$ cat src/rtl/ir_rx_pkg.sv
package ir_rx_pkg;

    typedef enum logic [2:0] {
        ST_HUNT    = 3'd0,
        ST_CONFIRM = 3'd1,
        ST_DATA    = 3'd2,
        ST_PARITY  = 3'd3,
        ST_STOP    = 3'd4
    } rx_state_e;

endpackage

$ cat src/rtl/ir_line_sync.sv
module ir_line_sync #(
    parameter int STAGES = 2
) (
    input  logic clk,
    input  logic rst_n,
    input  logic line_i,
    output logic line_o
);

    logic [STAGES-1:0] sync_d, sync_q;

    generate
        if (STAGES == 1) begin : g_single
            always_comb sync_d = line_i;
        end else begin : g_chain
            always_comb sync_d = {sync_q[STAGES-2:0], line_i};
        end
    endgenerate

    // Reset to ones: the line idles high, so no false start after reset.
    always_ff @(posedge clk or negedge rst_n) begin
        if (!rst_n) sync_q <= '1;
        else        sync_q <= sync_d;
    end

    assign line_o = sync_q[STAGES-1];

endmodule

$ cat src/rtl/ir_frame_fsm.sv
module ir_frame_fsm
    import ir_rx_pkg::*;
#(
    parameter int DATA_BITS = 8,
    parameter int SPACING   = 3
) (
    input  logic                 clk,
    input  logic                 rst_n,
    input  logic                 tick_i,
    input  logic                 line_i,
    output logic                 done_o,
    output logic [DATA_BITS-1:0] byte_o,
    output rx_state_e            state_o
);

    localparam int CNT_W = (SPACING > 2) ? $clog2(SPACING) : 1;
    localparam int IDX_W = (DATA_BITS > 2) ? $clog2(DATA_BITS) : 1;
    localparam logic [CNT_W-1:0] CNT_RELOAD = CNT_W'(SPACING - 1);
    localparam logic [IDX_W-1:0] IDX_LAST   = IDX_W'(DATA_BITS - 1);

    typedef struct packed {
        rx_state_e              state;
        logic [CNT_W-1:0]       cnt;
        logic [IDX_W-1:0]       idx;
        logic                   par;
        logic [DATA_BITS-1:0]   shreg;
        logic                   done;
    } fsm_t;

    localparam fsm_t FSM_RST = '{
        state: ST_HUNT,
        cnt:   '0,
        idx:   '0,
        par:   1'b0,
        shreg: '0,
        done:  1'b0
    };

    fsm_t r_d, r_q;

    always_comb begin
        r_d      = r_q;
        r_d.done = 1'b0;
        if (tick_i) begin
            unique case (r_q.state)
                ST_HUNT: begin
                    if (!line_i) r_d.state = ST_CONFIRM;
                end
                ST_CONFIRM: begin
                    if (line_i) begin
                        r_d.state = ST_HUNT;
                    end else begin
                        r_d.state = ST_DATA;
                        r_d.cnt   = CNT_RELOAD;
                        r_d.idx   = '0;
                        r_d.par   = 1'b0;
                    end
                end
                ST_DATA: begin
                    if (r_q.cnt != '0) begin
                        r_d.cnt = r_q.cnt - 1'b1;
                    end else begin
                        r_d.shreg = {line_i, r_q.shreg[DATA_BITS-1:1]};
                        r_d.par   = r_q.par ^ line_i;
                        r_d.cnt   = CNT_RELOAD;
                        if (r_q.idx == IDX_LAST) r_d.state = ST_PARITY;
                        else                     r_d.idx   = r_q.idx + 1'b1;
                    end
                end
                ST_PARITY: begin
                    if (r_q.cnt != '0) begin
                        r_d.cnt = r_q.cnt - 1'b1;
                    end else if (r_q.par ^ line_i) begin
                        r_d.state = ST_STOP;
                        r_d.cnt   = CNT_RELOAD;
                    end else begin
                        r_d.state = ST_HUNT;
                        r_d.cnt   = '0;
                        r_d.idx   = '0;
                        r_d.par   = 1'b0;
                    end
                end
                ST_STOP: begin
                    if (r_q.cnt != '0) begin
                        r_d.cnt = r_q.cnt - 1'b1;
                    end else begin
                        r_d.state = ST_HUNT;
                        r_d.cnt   = '0;
                        r_d.idx   = '0;
                        r_d.par   = 1'b0;
                        r_d.done  = line_i;
                    end
                end
                default: r_d = FSM_RST;
            endcase
        end
    end

    always_ff @(posedge clk or negedge rst_n) begin
        if (!rst_n) r_q <= FSM_RST;
        else        r_q <= r_d;
    end

    assign done_o  = r_q.done;
    assign byte_o  = r_q.shreg;
    assign state_o = r_q.state;

endmodule

$ cat src/rtl/ir_byte_hold.sv
module ir_byte_hold #(
    parameter int WIDTH = 8
) (
    input  logic             clk,
    input  logic             rst_n,
    input  logic             load_i,
    input  logic [WIDTH-1:0] data_i,
    input  logic             clear_i,
    output logic [WIDTH-1:0] data_o,
    output logic             full_o,
    output logic             overrun_o
);

    typedef struct packed {
        logic [WIDTH-1:0] data;
        logic             full;
        logic             ovr;
    } hold_t;

    hold_t h_d, h_q;

    always_comb begin
        h_d     = h_q;
        h_d.ovr = 1'b0;
        if (load_i) begin
            h_d.data = data_i;
            h_d.full = 1'b1;
            h_d.ovr  = h_q.full & ~clear_i;
        end else if (clear_i) begin
            h_d.full = 1'b0;
        end
    end

    always_ff @(posedge clk or negedge rst_n) begin
        if (!rst_n) h_q <= '0;
        else        h_q <= h_d;
    end

    assign data_o    = h_q.data;
    assign full_o    = h_q.full;
    assign overrun_o = h_q.ovr;

endmodule

$ cat src/rtl/ir_byte_rx.sv
module ir_byte_rx
    import ir_rx_pkg::*;
#(
    parameter int DATA_BITS      = 8,
    parameter int SAMPLE_SPACING = 3,
    parameter int SYNC_STAGES    = 2
) (
    input  logic                 clk,
    input  logic                 rst_n,
    input  logic                 tick_i,
    input  logic                 ir_line_i,
    input  logic                 clear_i,
    output logic [DATA_BITS-1:0] data_o,
    output logic                 full_o,
    output logic                 overrun_o
);

    logic                 line_s;
    logic                 frame_done;
    logic [DATA_BITS-1:0] frame_byte;
    rx_state_e            fsm_state;

    ir_line_sync #(.STAGES(SYNC_STAGES)) u_sync (
        .clk    (clk),
        .rst_n  (rst_n),
        .line_i (ir_line_i),
        .line_o (line_s)
    );

    ir_frame_fsm #(.DATA_BITS(DATA_BITS), .SPACING(SAMPLE_SPACING)) u_fsm (
        .clk     (clk),
        .rst_n   (rst_n),
        .tick_i  (tick_i),
        .line_i  (line_s),
        .done_o  (frame_done),
        .byte_o  (frame_byte),
        .state_o (fsm_state)
    );

    ir_byte_hold #(.WIDTH(DATA_BITS)) u_hold (
        .clk       (clk),
        .rst_n     (rst_n),
        .load_i    (frame_done),
        .data_i    (frame_byte),
        .clear_i   (clear_i),
        .data_o    (data_o),
        .full_o    (full_o),
        .overrun_o (overrun_o)
    );

endmodule

$ cat config.mk
export PLATFORM = sky130hd
export DESIGN_NAME = ir_byte_rx
export DESIGN_NICKNAME = d
export VERILOG_FILES = /design/src/rtl/ir_rx_pkg.sv /design/src/rtl/ir_line_sync.sv /design/src/rtl/ir_frame_fsm.sv /design/src/rtl/ir_byte_hold.sv /design/src/rtl/ir_byte_rx.sv
export SDC_FILE = /design/constraint.sdc
export NUM_CORES = 1
export LEC_CHECK = 0
export BUFFER_PORTS_ARGS = -buffer_cell sky130_fd_sc_hd__clkbuf_2
export CAP_MARGIN = 20
export CORE_ASPECT_RATIO = 1.5
export CORE_MARGIN = 1
export CORE_UTILIZATION = 31
export DETAILED_ROUTE_END_ITERATION = 10
export PLACE_DENSITY = 0.57
export SLEW_MARGIN = 5
export SYNTH_ARGS = -nofsm -noshare
export SYNTH_HDL_FRONTEND = slang
export SYNTH_SLANG_ARGS = --single-unit
export TNS_END_PERCENT = 30
$ cat constraint.sdc
create_clock -name clk -period 1.9 [get_ports clk]
set_input_delay 0.095 -clock clk [delete_from_list [all_inputs] [get_ports clk]]
set_output_delay 0.095 -clock clk [all_outputs]
set_load 0.02 [all_outputs]
==> out/results.ini, run 1 <==
[run_status]
outcome=finished with violations
violations=DRC

[logic_synthesis]
synth_nets=143
syn_area_per_cell_um2=10.78
ys_types=37
synth_edf_count=0
netlist_instances=133
synth_area_mm2=0.001434
ys_seq_area_share_pct=52.53
async_reset_ff_share_pct=100.0
synth-seq-cells=30
yosys_warnings=0
synth_ff_type=dfrtp_1

[power_and_ir_drop]
combPwrFrac_pct=31.8
powerDensity_mw_per_mm2=1360
switching_share_pct=34.61
p_int_mw=1.496
clockPowerShare_pct=27.2
leakagePower_nw=0.8057
p_switching_mw=0.7915
p_seq_share_pct=41.0
ir_drop_v=0.0005137

[floorplanning]
core_mm2=0.004318
row_count=29
die-height_um=85.30
die_area_mm2=0.004907
io_pins=15
fp.dieW_um=57.53
start_util_pct=33.21

[placed_design]
dp_hpwl_um=1969
dp.cells=190
gp_congestion=0.8941
port_buffers=14
place_area_mm2=0.001553

[detailed_routing]
ant_nets=0
drc=2
vias_per_cell=5.250
drt_wl_total_um=2651
first_iter_violations=25
num_vias=1050
firstDrtPassIters=9
wire_per_inst_um=13.26

[finish]
fin_util_pct=38.95
fin_nets=163
fin_area_mm2=0.001682
final_common_cell=dfrtp_1
layout_common_cells=dfrtp_1, nand2_1, clkbuf_2, o21ai_1, mux2_2
fin_cells=200
syn_to_final_growth_pct=17.28
drive_above_1_share_pct=26.62
antenna-diode-count=0

[worst_setup_path]
required_ns=2.07
arrival_ns=1.89
cp_max_fo=7
critical_path.slowest_cell=dfrtp_1
cp_slowest_stage_delay_ns=0.39
crit_chain=inv_1 -> ha_1 -> a21o_1 -> a31oi_1 -> a211o_1 -> mux2_2
cp-end-kind=flip-flop
crit_type=reg2reg
crit_path_start_kind=flip-flop

[sta]
tns_ns=0
worst_pin_slew_ns=0.7195
fin_crit_sh_pct=90.31
hold_viol=0
rsz0062_at_grt=no
hold-worst-slack_ns=0.08501
slew_viol_final=0
layout_min_cycle_time_ns=1.716
setup-violations-final=0
max_slew_margin_pct=52.03
max_freq_mhz=582.8
skew_ns=0.006228

[global_routing]
antenna_found_initial=0
grt.overflow.total=0
grt_use_met1_pct=12.09
use_met3_pct=4.116
grt-busiest-layer=met2
first_global_vias=1053
grt_max_degree=31
grt_pass1_wl_um=4540
use_met2_pct=22.73
grtUsageTotal_pct=12.40

[clock_tree]
clk_latency_ns=0.28
cts_max_path_buffers=2
cts_buffers=5
htree_levels=2
cts_tree=built
root_buffer=clkbuf_8
cts_sinks=30
cts_resized=0
path_clk_slew_ns=0.07

[job]
drv_cap=0

[hold_path]
hold_path.class=in2reg

-- worst max-delay path, delay by kind of cell (launching register included) --
kind	cells	cell delay [ns]
flip-flops	1	0.39
adder cells (fa/ha/maj)	1	0.27
multiplexers	1	0.27
buffers and inverters	1	0.09
AO/OA/AOI/OAI	3	0.59
-- metal layers --
metal / share of wire (%) / vias to the layer above
met2: 52 / 25
met1: 41 / 505
met3: 3.7 / 8
met5: 0 / -
met4: 2.5 / 0
li1: - / 512
-- final cells by class --
cell class / count / area, um^2
inverter: 8 / 30.03
multi-input combinational: 89 / 619.3
clock buffer: 5 / 68.82
tap: 46 / 57.56
timing repair buffer: 19 / 112.6
fill: 432 / 2636
sequential: 30 / 753.2
clock inverter: 3 / 40.04
-- what timing repair did --
action                                 4_1_cts  5_1_grt
endpoints found under the hold margin       29        0
setup buffers                                0        0
hold buffers                                 2        0
-- cells by family (layout without fill, tap and decap cells) --
| group | count (synthesis) | in the layout | synth area share (%) |
|---|---|---|---|
| multiplexers | 9 | 9 | 7.068 |
| XOR/XNOR | 2 | 2 | 1.222 |
| adder cells (fa/ha/maj) | 5 | 5 | 4.363 |
| buffers and inverters | 14 | 35 | 4.276 |
| flip-flops | 30 | 30 | 52.53 |
| AND/OR/NAND/NOR | 39 | 39 | 13.44 |
| AO/OA/AOI/OAI | 34 | 34 | 17.10 |
-- path summary, 6_finish.rpt --
path,startpoint,to,slack [ns],cells past startpoint
min in group asynchronous,rst_n,u_hold.data_o[5]$_DFFE_PN0P_,0.40,2
worst max register to register,u_fsm.r_q[13]$_DFFE_PN0P_,u_fsm.r_q[10]$_DFFE_PN0P_,0.18,6
max in group asynchronous,rst_n,u_fsm.r_q[13]$_DFFE_PN0P_,1.04,2
worst max-delay path,u_fsm.r_q[13]$_DFFE_PN0P_,u_fsm.r_q[10]$_DFFE_PN0P_,0.18,6
worst min register to register,u_sync.sync_q[0]$_DFF_PN1_,u_sync.sync_q[1]$_DFF_PN1_,0.36,0
worst min-delay path,clear_i,u_hold.full_o$_DFFE_PN0P_,0.09,3
-- power groups by stage --
stage	clock network [mW]	logic [mW]	registers [mW]
global placement	0	0.690	0.937
floorplan	0	0.583	0.896
global route	0.676	0.809	0.960
finish	0.623	0.726	0.938
CTS	0.652	0.733	0.939
detailed placement	0	0.726	0.949
-- synth_stat cells, types with 3 or more instances --
cell	instances	share of area (%)
inv_1	8	2.1
a22o_1	4	2.4
dfrtp_1	28	49
nor2_1	6	1.6
a21oi_1	3	1.0
ha_1	5	4.4
a21o_1	3	1.6
nand2_1	19	5.0
buf_2	4	1.4
o21ai_1	9	3.1
o31ai_1	3	1.6
o22ai_1	3	1.3
mux2_2	9	7.1
-- registers in the layout, summed over array words and instances, names as in the netlist --
signal            cells
u_fsm.r_q             6
u_fsm.done_o          1
u_fsm.byte_o          8
u_fsm.state_o         3
u_hold.full_o         1
u_sync.sync_q         2
u_hold.data_o         8
u_hold.overrun_o      1
-- stage by stage --
step | setup WS (ns) | power, mW
global placement | 0.2321 | 1.628
CTS | 0.1803 | 2.324
global route | 0.01944 | 2.445
detailed placement | 0.1918 | 1.676
floorplan | 0.3318 | 1.479
finish | 0.1841 | 2.287
No activity file was read; power rests on OpenSTA's default activity.
==> run 2, diff against run 1 <==
--- a/config.mk
+++ b/config.mk
@@ -5,10 +5,10 @@
 export SDC_FILE = /design/constraint.sdc
 export NUM_CORES = 1
 export LEC_CHECK = 0
+export ABC_AREA = 1
 export BUFFER_PORTS_ARGS = -buffer_cell sky130_fd_sc_hd__clkbuf_2
 export CAP_MARGIN = 20
 export CORE_ASPECT_RATIO = 1.5
-export CORE_MARGIN = 1
 export CORE_UTILIZATION = 31
 export DETAILED_ROUTE_END_ITERATION = 10
 export PLACE_DENSITY = 0.57
==> out/results.ini, run 2 <==
[logic_synthesis]
synthTopCellsByArea=dfrtp_1, nand2_1, inv_1  ; was dfrtp_1, mux2_2, nand2_1
ys_seq_area_share_pct=50.04  ; was 52.53%
synth_top_area_share_pct=46.55  ; was 48.87%
synth_area_mm2=0.001505  ; was 0.001434 mm^2
synth_edf_count=0  ; unchanged
synth_area_leader_cell=dfrtp_1  ; unchanged
async_reset_ff_share_pct=100.0  ; unchanged
synth_nets=195  ; was 143
synth.most_common_cell=nand2_1  ; was dfrtp_1
netlist_instances=185  ; was 133
ys_types=21  ; was 37
syn_area_per_cell_um2=8.136  ; was 10.78 um^2
yosys_warnings=0  ; unchanged
synth-seq-cells=30  ; unchanged
netlist_top_cells_count=nand2_1, dfrtp_1, inv_1  ; was dfrtp_1, nand2_1, mux2_2, o21ai_1, inv_1
synth_ff_type=dfrtp_1  ; unchanged

[clock_tree]
cts_sinks=30  ; unchanged
root_buffer=clkbuf_8  ; unchanged
path_clk_slew_ns=0.06  ; was 0.07 ns
cts_setup_buffers=0  ; unchanged
cts_resized=0  ; unchanged
htree_levels=2  ; unchanged
cts_max_path_buffers=2  ; unchanged
clk_latency_ns=0.28  ; about the same
cts_tree=built  ; unchanged
cts_buffers=5  ; unchanged

[sta]
skew_ns=0.002348  ; was 0.006228 ns
fin_crit_sh_pct=80.61  ; was 90.31%
layout_min_cycle_time_ns=1.532  ; was 1.716 ns
max_freq_mhz=652.9  ; was 582.8 MHz
rsz0062_at_grt=no  ; unchanged
setup-violations-final=0  ; unchanged
tns_ns=0  ; unchanged
hold_viol=0  ; unchanged
max_slew_margin_pct=50.18  ; was 52.03%
worst_pin_slew_ns=0.7473  ; was 0.7195 ns
slew_viol_final=0  ; unchanged

[worst_setup_path]
r2r-start=u_fsm.r_q[13]$_DFFE_PN0P_  ; unchanged
cp-end-kind=flip-flop  ; unchanged
required_ns=2.07  ; about the same
reg2reg_to=u_fsm.state_o[2]$_DFFE_PN0P_  ; was u_fsm.r_q[10]$_DFFE_PN0P_
cp_max_fo=4  ; was 7
r2r_slack_ns=0.37  ; was 0.18 ns
reg2reg_depth=9  ; was 6
crit_path_start_kind=flip-flop  ; unchanged
arrival_ns=1.70  ; was 1.89 ns
crit_type=reg2reg  ; unchanged

[hold_path]
hold_path.class=in2reg  ; unchanged
worstHoldEndpoint=u_fsm.done_o$_DFF_PN0_  ; was u_hold.full_o$_DFFE_PN0P_
hp-start=tick_i  ; was clear_i
whs_path_depth=3  ; unchanged

[floorplanning]
start_util_pct=32.87  ; was 33.21%
fp.dieW_um=58.90  ; was 57.53 um
io_pins=15  ; unchanged
core_mm2=0.004579  ; was 0.004318 mm^2
die_area_mm2=0.005144  ; was 0.004907 mm^2
die-height_um=87.34  ; was 85.30 um
row_count=30  ; was 29

[power_and_ir_drop]
leakagePower_nw=0.9285  ; was 0.8057 nW
ir_drop_v=0.0004123  ; was 0.0005137 V
powerDensity_mw_per_mm2=1213  ; was 1360 mW/mm^2
p_total_mw=2.133  ; was 2.287 mW

[finish]
final_common_cell=nand2_1  ; was dfrtp_1
drive_above_1_share_pct=16.35  ; was 26.62%
fillers=509  ; was 432
multiInputGateArea_um2=628.1  ; was 619.3 um^2
syn_to_final_growth_pct=16.79  ; was 17.28%
fin_nets=217  ; was 163
layout_common_cells=nand2_1, dfrtp_1, inv_1, nand3_1, clkbuf_2  ; was dfrtp_1, nand2_1, clkbuf_2, o21ai_1, mux2_2
seq_area_um2=753.2  ; unchanged
antenna-diode-count=0  ; unchanged

[job]
drv_cap=0  ; unchanged

[detailed_routing]
firstDrtPassIters=4  ; was 9
num_vias=1194  ; was 1050
drc=0  ; was 2
wire_per_inst_um=10.64  ; was 13.26 um
ant_nets=0  ; unchanged
vias_per_cell=4.390  ; was 5.250
drt_wl_total_um=2894  ; was 2651 um
first_iter_violations=45  ; was 25

[global_routing]
grt_max_degree=31  ; unchanged
grtUsageTotal_pct=12.88  ; was 12.40%
first_global_vias=1105  ; was 1053
grt.overflow.total=0  ; unchanged
grt_pass1_wl_um=4836  ; was 4540 um
antenna_found_initial=0  ; unchanged

[placed_design]
gp_congestion=0.7763  ; was 0.8941
dp_hpwl_um=2154  ; was 1969 um
port_buffers=14  ; unchanged

[run_status]
outcome=finished clean  ; was finished with violations

[run 2: cell count changes in the layout (fill, tap and decap cells not counted), moves of 4 or more]
cell     delta
nand2_1    +38
nand3_1    +19
inv_1      +18
a22o_1      -4
o21ai_0    +10
nor2_1      +7
mux2_2      -9
[run 2: final cells by class]
cell class	count	share of cell area [%]
flip-flops and latches	30	42.85
multi-input cells	126	35.73
repair buffers	18	6.121
inverters	26	5.552
clock buffers	7	4.911
well taps	64	4.555
clock inverters	1	0.2847
[run 2: critical path: stages, from the launching register on]
cell	delay [ns]
dfrtp_1	0.40
inv_1	0.09
ha_1	0.16
inv_1	0.08
nand3_1	0.12
nand2_1	0.06
nor2_1	0.24
nand2_1	0.14
nand2_1	0.09
nand2_1	0.05
[run 2: worst max-delay path by stage]
stage | start | endpoint | slack [ns] | cells after the start
2_1_floorplan | u_fsm.r_q[13]$_DFFE_PN0P_ | u_fsm.byte_o[4]$_DFFE_PN0P_ | 0.57 | 9
3_3_place_gp | u_fsm.r_q[13]$_DFFE_PN0P_ | u_fsm.state_o[2]$_DFFE_PN0P_ | 0.33 | 9
3_5_place_dp | u_fsm.r_q[13]$_DFFE_PN0P_ | u_fsm.state_o[2]$_DFFE_PN0P_ | 0.39 | 9
4_1_cts | u_fsm.r_q[13]$_DFFE_PN0P_ | u_fsm.state_o[2]$_DFFE_PN0P_ | 0.38 | 9
5_1_grt | u_fsm.r_q[13]$_DFFE_PN0P_ | u_fsm.state_o[1]$_DFFE_PN0P_ | 0.21 | 9
6_report | u_fsm.r_q[13]$_DFFE_PN0P_ | u_fsm.state_o[2]$_DFFE_PN0P_ | 0.37 | 9
[run 2: what timing repair did]
item	4_1_cts	5_1_grt
hold buffers	3	0
endpoints found under the setup margin	0	0
endpoints found under the hold margin	30	0
[run 2: cell families after synthesis]
group,synth area share (%)
adders and majority gates,4.156
DFF,50.04
and+or+nand+nor,30.09
AOI/OAI and AO/OA,7.481
buffers and inverters,8.229
[run 2: metrics by stage]
stage | setup slack (ns) | cells | utilization [%] | cell area (um^2) | hold WS (ns)
3_3_place_gp | 0.3287 | 261 | 35.74 | 1637 | 0.1832
6_report | 0.3684 | 272 | 38.39 | 1758 | 0.1485
5_1_grt | 0.2129 | 272 | 38.39 | 1758 | 0.1562
3_5_place_dp | 0.3896 | 261 | 35.74 | 1637 | 0.1892
4_1_cts | 0.3830 | 272 | 38.39 | 1758 | 0.1380
2_1_floorplan | 0.5734 | 185 | - | 1505 | -0.2006
[run 2: routing by layer]
metal  up-vias  part of all wire [%]  global-route usage (%)
li1        622                     -                       -
met1       538                    43                   13.97
met2        23                    50                   21.38
met3        11                   3.1                   3.269
met4         0                   3.6                   9.091
met5         -                     0                       0
[run 2: where the power goes]
group | internal [mW] | switching, mW | total (mW) | leakage (nW)
clock network | 0.292 | 0.235 | 0.527 | 0.0482
logic | 0.254 | 0.511 | 0.765 | 0.474
registers | 0.737 | 0.104 | 0.841 | 0.406
total | 1.28 | 0.851 | 2.13 | 0.928
==> run 3, diff against run 2 <==
--- a/config.mk
+++ b/config.mk
@@ -11,7 +11,7 @@
 export CORE_ASPECT_RATIO = 1.5
 export CORE_UTILIZATION = 31
 export DETAILED_ROUTE_END_ITERATION = 10
-export PLACE_DENSITY = 0.57
+export PLACE_DENSITY = 0.59
 export SLEW_MARGIN = 5
 export SYNTH_ARGS = -nofsm -noshare
 export SYNTH_HDL_FRONTEND = slang
==> constraint.sdc (replaced) <==
create_clock -name clk -period 1.35 [get_ports clk]
set_input_delay 0.0675 -clock clk [delete_from_list [all_inputs] [get_ports clk]]
set_output_delay 0.0675 -clock clk [all_outputs]
set_load 0.02 [all_outputs]
==> out/results.ini, run 3 (synthesized netlist as in run 2, its figures left out) <==
[floorplanning]
core_mm2=0.004579  ; unchanged
io_pins=15  ; unchanged
die_area_mm2=0.005144  ; unchanged
start_util_pct=32.87  ; unchanged
die-height_um=87.34  ; unchanged
fp.dieW_um=58.90  ; unchanged
row_count=30  ; unchanged

[finish]
drive_above_1_share_pct=37.17  ; was 16.35%
fin_util_pct=44.37  ; was 38.39%
fin_cells=290  ; was 272
fillers=492  ; was 509
fin_area_mm2=0.002032  ; was 0.001758 mm^2
antenna-diode-count=0  ; unchanged
final_common_cell=nand2_1  ; unchanged
fin_nets=235  ; was 217
syn_to_final_growth_pct=35.00  ; was 16.79%
layout_common_cells=nand2_1, dfrtp_1, inv_1, nand3_1, buf_4  ; was nand2_1, dfrtp_1, inv_1, nand3_1, clkbuf_2

[sta]
setup-violations-final=0  ; unchanged
max_slew_margin_pct=72.09  ; was 50.18%
fin_crit_sh_pct=99.00  ; was 80.61%
tns_ns=0  ; unchanged
rsz0062_at_grt=yes  ; was no
hold_viol=0  ; unchanged
skew_ns=0.005109  ; was 0.002348 ns
max_freq_mhz=748.2  ; was 652.9 MHz
slew_viol_final=0  ; unchanged
fin_ws_ns=0.01346  ; was 0.3684 ns
layout_min_cycle_time_ns=1.337  ; was 1.532 ns
worst_pin_slew_ns=0.4181  ; was 0.7473 ns

[detailed_routing]
ant_nets=0  ; unchanged
drt_wl_total_um=3214  ; was 2894 um
wire_per_inst_um=11.08  ; was 10.64 um
first_iter_violations=49  ; was 45
vias_per_cell=4.441  ; was 4.390
firstDrtPassIters=4  ; unchanged
drc=0  ; unchanged
num_vias=1288  ; was 1194

[global_routing]
grtUsageTotal_pct=13.38  ; was 12.88%
grt_pass1_wl_um=5064  ; was 4836 um
grt.overflow.total=0  ; unchanged
antenna_found_initial=0  ; unchanged
grt_max_degree=31  ; unchanged
first_global_vias=1159  ; was 1105

[power_and_ir_drop]
combPwrFrac_pct=46.4  ; was 35.9%
clockPowerShare_pct=20.6  ; was 24.7%
leakagePower_nw=1.013  ; was 0.9285 nW
powerDensity_mw_per_mm2=1772  ; was 1213 mW/mm^2
p_switching_mw=1.454  ; was 0.8506 mW
p_seq_share_pct=32.9  ; was 39.4%
ir_drop_v=0.0008362  ; was 0.0004123 V
switching_share_pct=40.37  ; was 39.88%
p_int_mw=2.147  ; was 1.283 mW

[hold_path]
hold_path.class=in2reg  ; unchanged

[clock_tree]
htree_levels=2  ; unchanged
clk_latency_ns=0.28  ; about the same
cts_tree=built  ; unchanged
cts_buffers=5  ; unchanged
cts_sinks=30  ; unchanged
cts_max_path_buffers=2  ; unchanged
path_clk_slew_ns=0.07  ; was 0.06 ns
root_buffer=clkbuf_8  ; unchanged

[worst_setup_path]
reg2reg_to=u_fsm.r_q[11]$_DFFE_PN0P_  ; was u_fsm.state_o[2]$_DFFE_PN0P_
crit_end=u_fsm.r_q[11]$_DFFE_PN0P_  ; was u_fsm.state_o[2]$_DFFE_PN0P_
crit_path_start_kind=flip-flop  ; unchanged
r2r-start=u_fsm.r_q[11]$_DFFE_PN0P_  ; was u_fsm.r_q[13]$_DFFE_PN0P_
required_ns=1.52  ; was 2.07 ns
cp_max_fo=3  ; was 4
cp-end-kind=flip-flop  ; unchanged
critPathLaunch=u_fsm.r_q[11]$_DFFE_PN0P_  ; was u_fsm.r_q[13]$_DFFE_PN0P_
r2r_slack_ns=0.01  ; was 0.37 ns
arrival_ns=1.51  ; was 1.70 ns
reg2reg_depth=8  ; was 9
crit_type=reg2reg  ; unchanged

[job]
drv_cap=0  ; unchanged

[placed_design]
pre_cts_ws_ns=-0.06380  ; was 0.3896 ns
place_area_mm2=0.001734  ; was 0.001637 mm^2
dp_hpwl_um=2160  ; was 2154 um
port_buffers=14  ; unchanged
dp.cells=274  ; was 261
gp_congestion=0.7927  ; was 0.7763

[run_status]
outcome=finished clean  ; unchanged

run 3: worst min path at each step:
stage                                   to    from  slack, ns  cells past startpoint
5_1_grt             u_fsm.done_o$_DFF_PN0_  tick_i       0.15                      3
2_1_floorplan  u_fsm.byte_o[0]$_DFFE_PN0P_   rst_n      -0.23                      0
4_1_cts             u_fsm.done_o$_DFF_PN0_  tick_i       0.13                      3
6_report            u_fsm.done_o$_DFF_PN0_  tick_i       0.14                      3
3_3_place_gp    u_hold.overrun_o$_DFF_PN0_   rst_n       0.11                      2
3_5_place_dp     u_hold.full_o$_DFFE_PN0P_   rst_n       0.11                      2
run 3: timing repair:
action | in CTS | in global routing
hold buffers | 3 | 0
endpoints found under the setup margin | 14 | 17
buffers inserted | 0 | 4
endpoints found under the hold margin | 31 | 0
cloned | 1 | 0
pin swaps | 5 | 20
resized for setup | 12 | 32
run 3: per-stage QoR:
step	power [mW]	hold slack [ns]
after global routing	3.866	0.1454
after CTS	3.327	0.1291
after detailed placement	2.441	0.1062
after global placement	2.435	0.1071
final	3.601	0.1389
after floorplan	2.040	-0.2281
run 3: final cells by class:
cell class,instances,area [um^2],share of cell area (%)
clock buffers,7,86.33,4.249
clock inverters,1,5.005,0.2463
inverters,26,100.1,4.926
multi-input cells,127,757.0,37.25
flip-flops and latches,30,757.0,37.25
well taps,64,80.08,3.941
repair buffers,35,246.5,12.13
run 3: metal layers:
layer  GRT usage, %  share of wire (%)  vias to the layer above
met2          22.93                 53                       31
met4          7.792                2.3                        0
met1          14.45                 40                      584
li1               -                  -                      666
met5              0                  0                        -
met3          3.566                4.5                        7
run 3: worst max-delay path, stage by stage, from the launching register on:
cell and delay (ns):
dfrtp_1 0.39, ha_2 0.20, ha_4 0.16, nand3_2 0.08, nand2_4 0.05, nor2_1 0.10
nand2_1 0.10, nand2_1 0.09, nand2_1 0.06
run 3: power by group through the flow:
stage          clock network (mW)  registers (mW)  logic, mW
5_1_grt                     0.810            1.21       1.85
6_report                    0.743            1.19       1.67
4_1_cts                     0.772            1.17       1.39
2_1_floorplan                   0            1.17      0.866
3_5_place_dp                    0            1.16       1.28
3_3_place_gp                    0            1.16       1.28
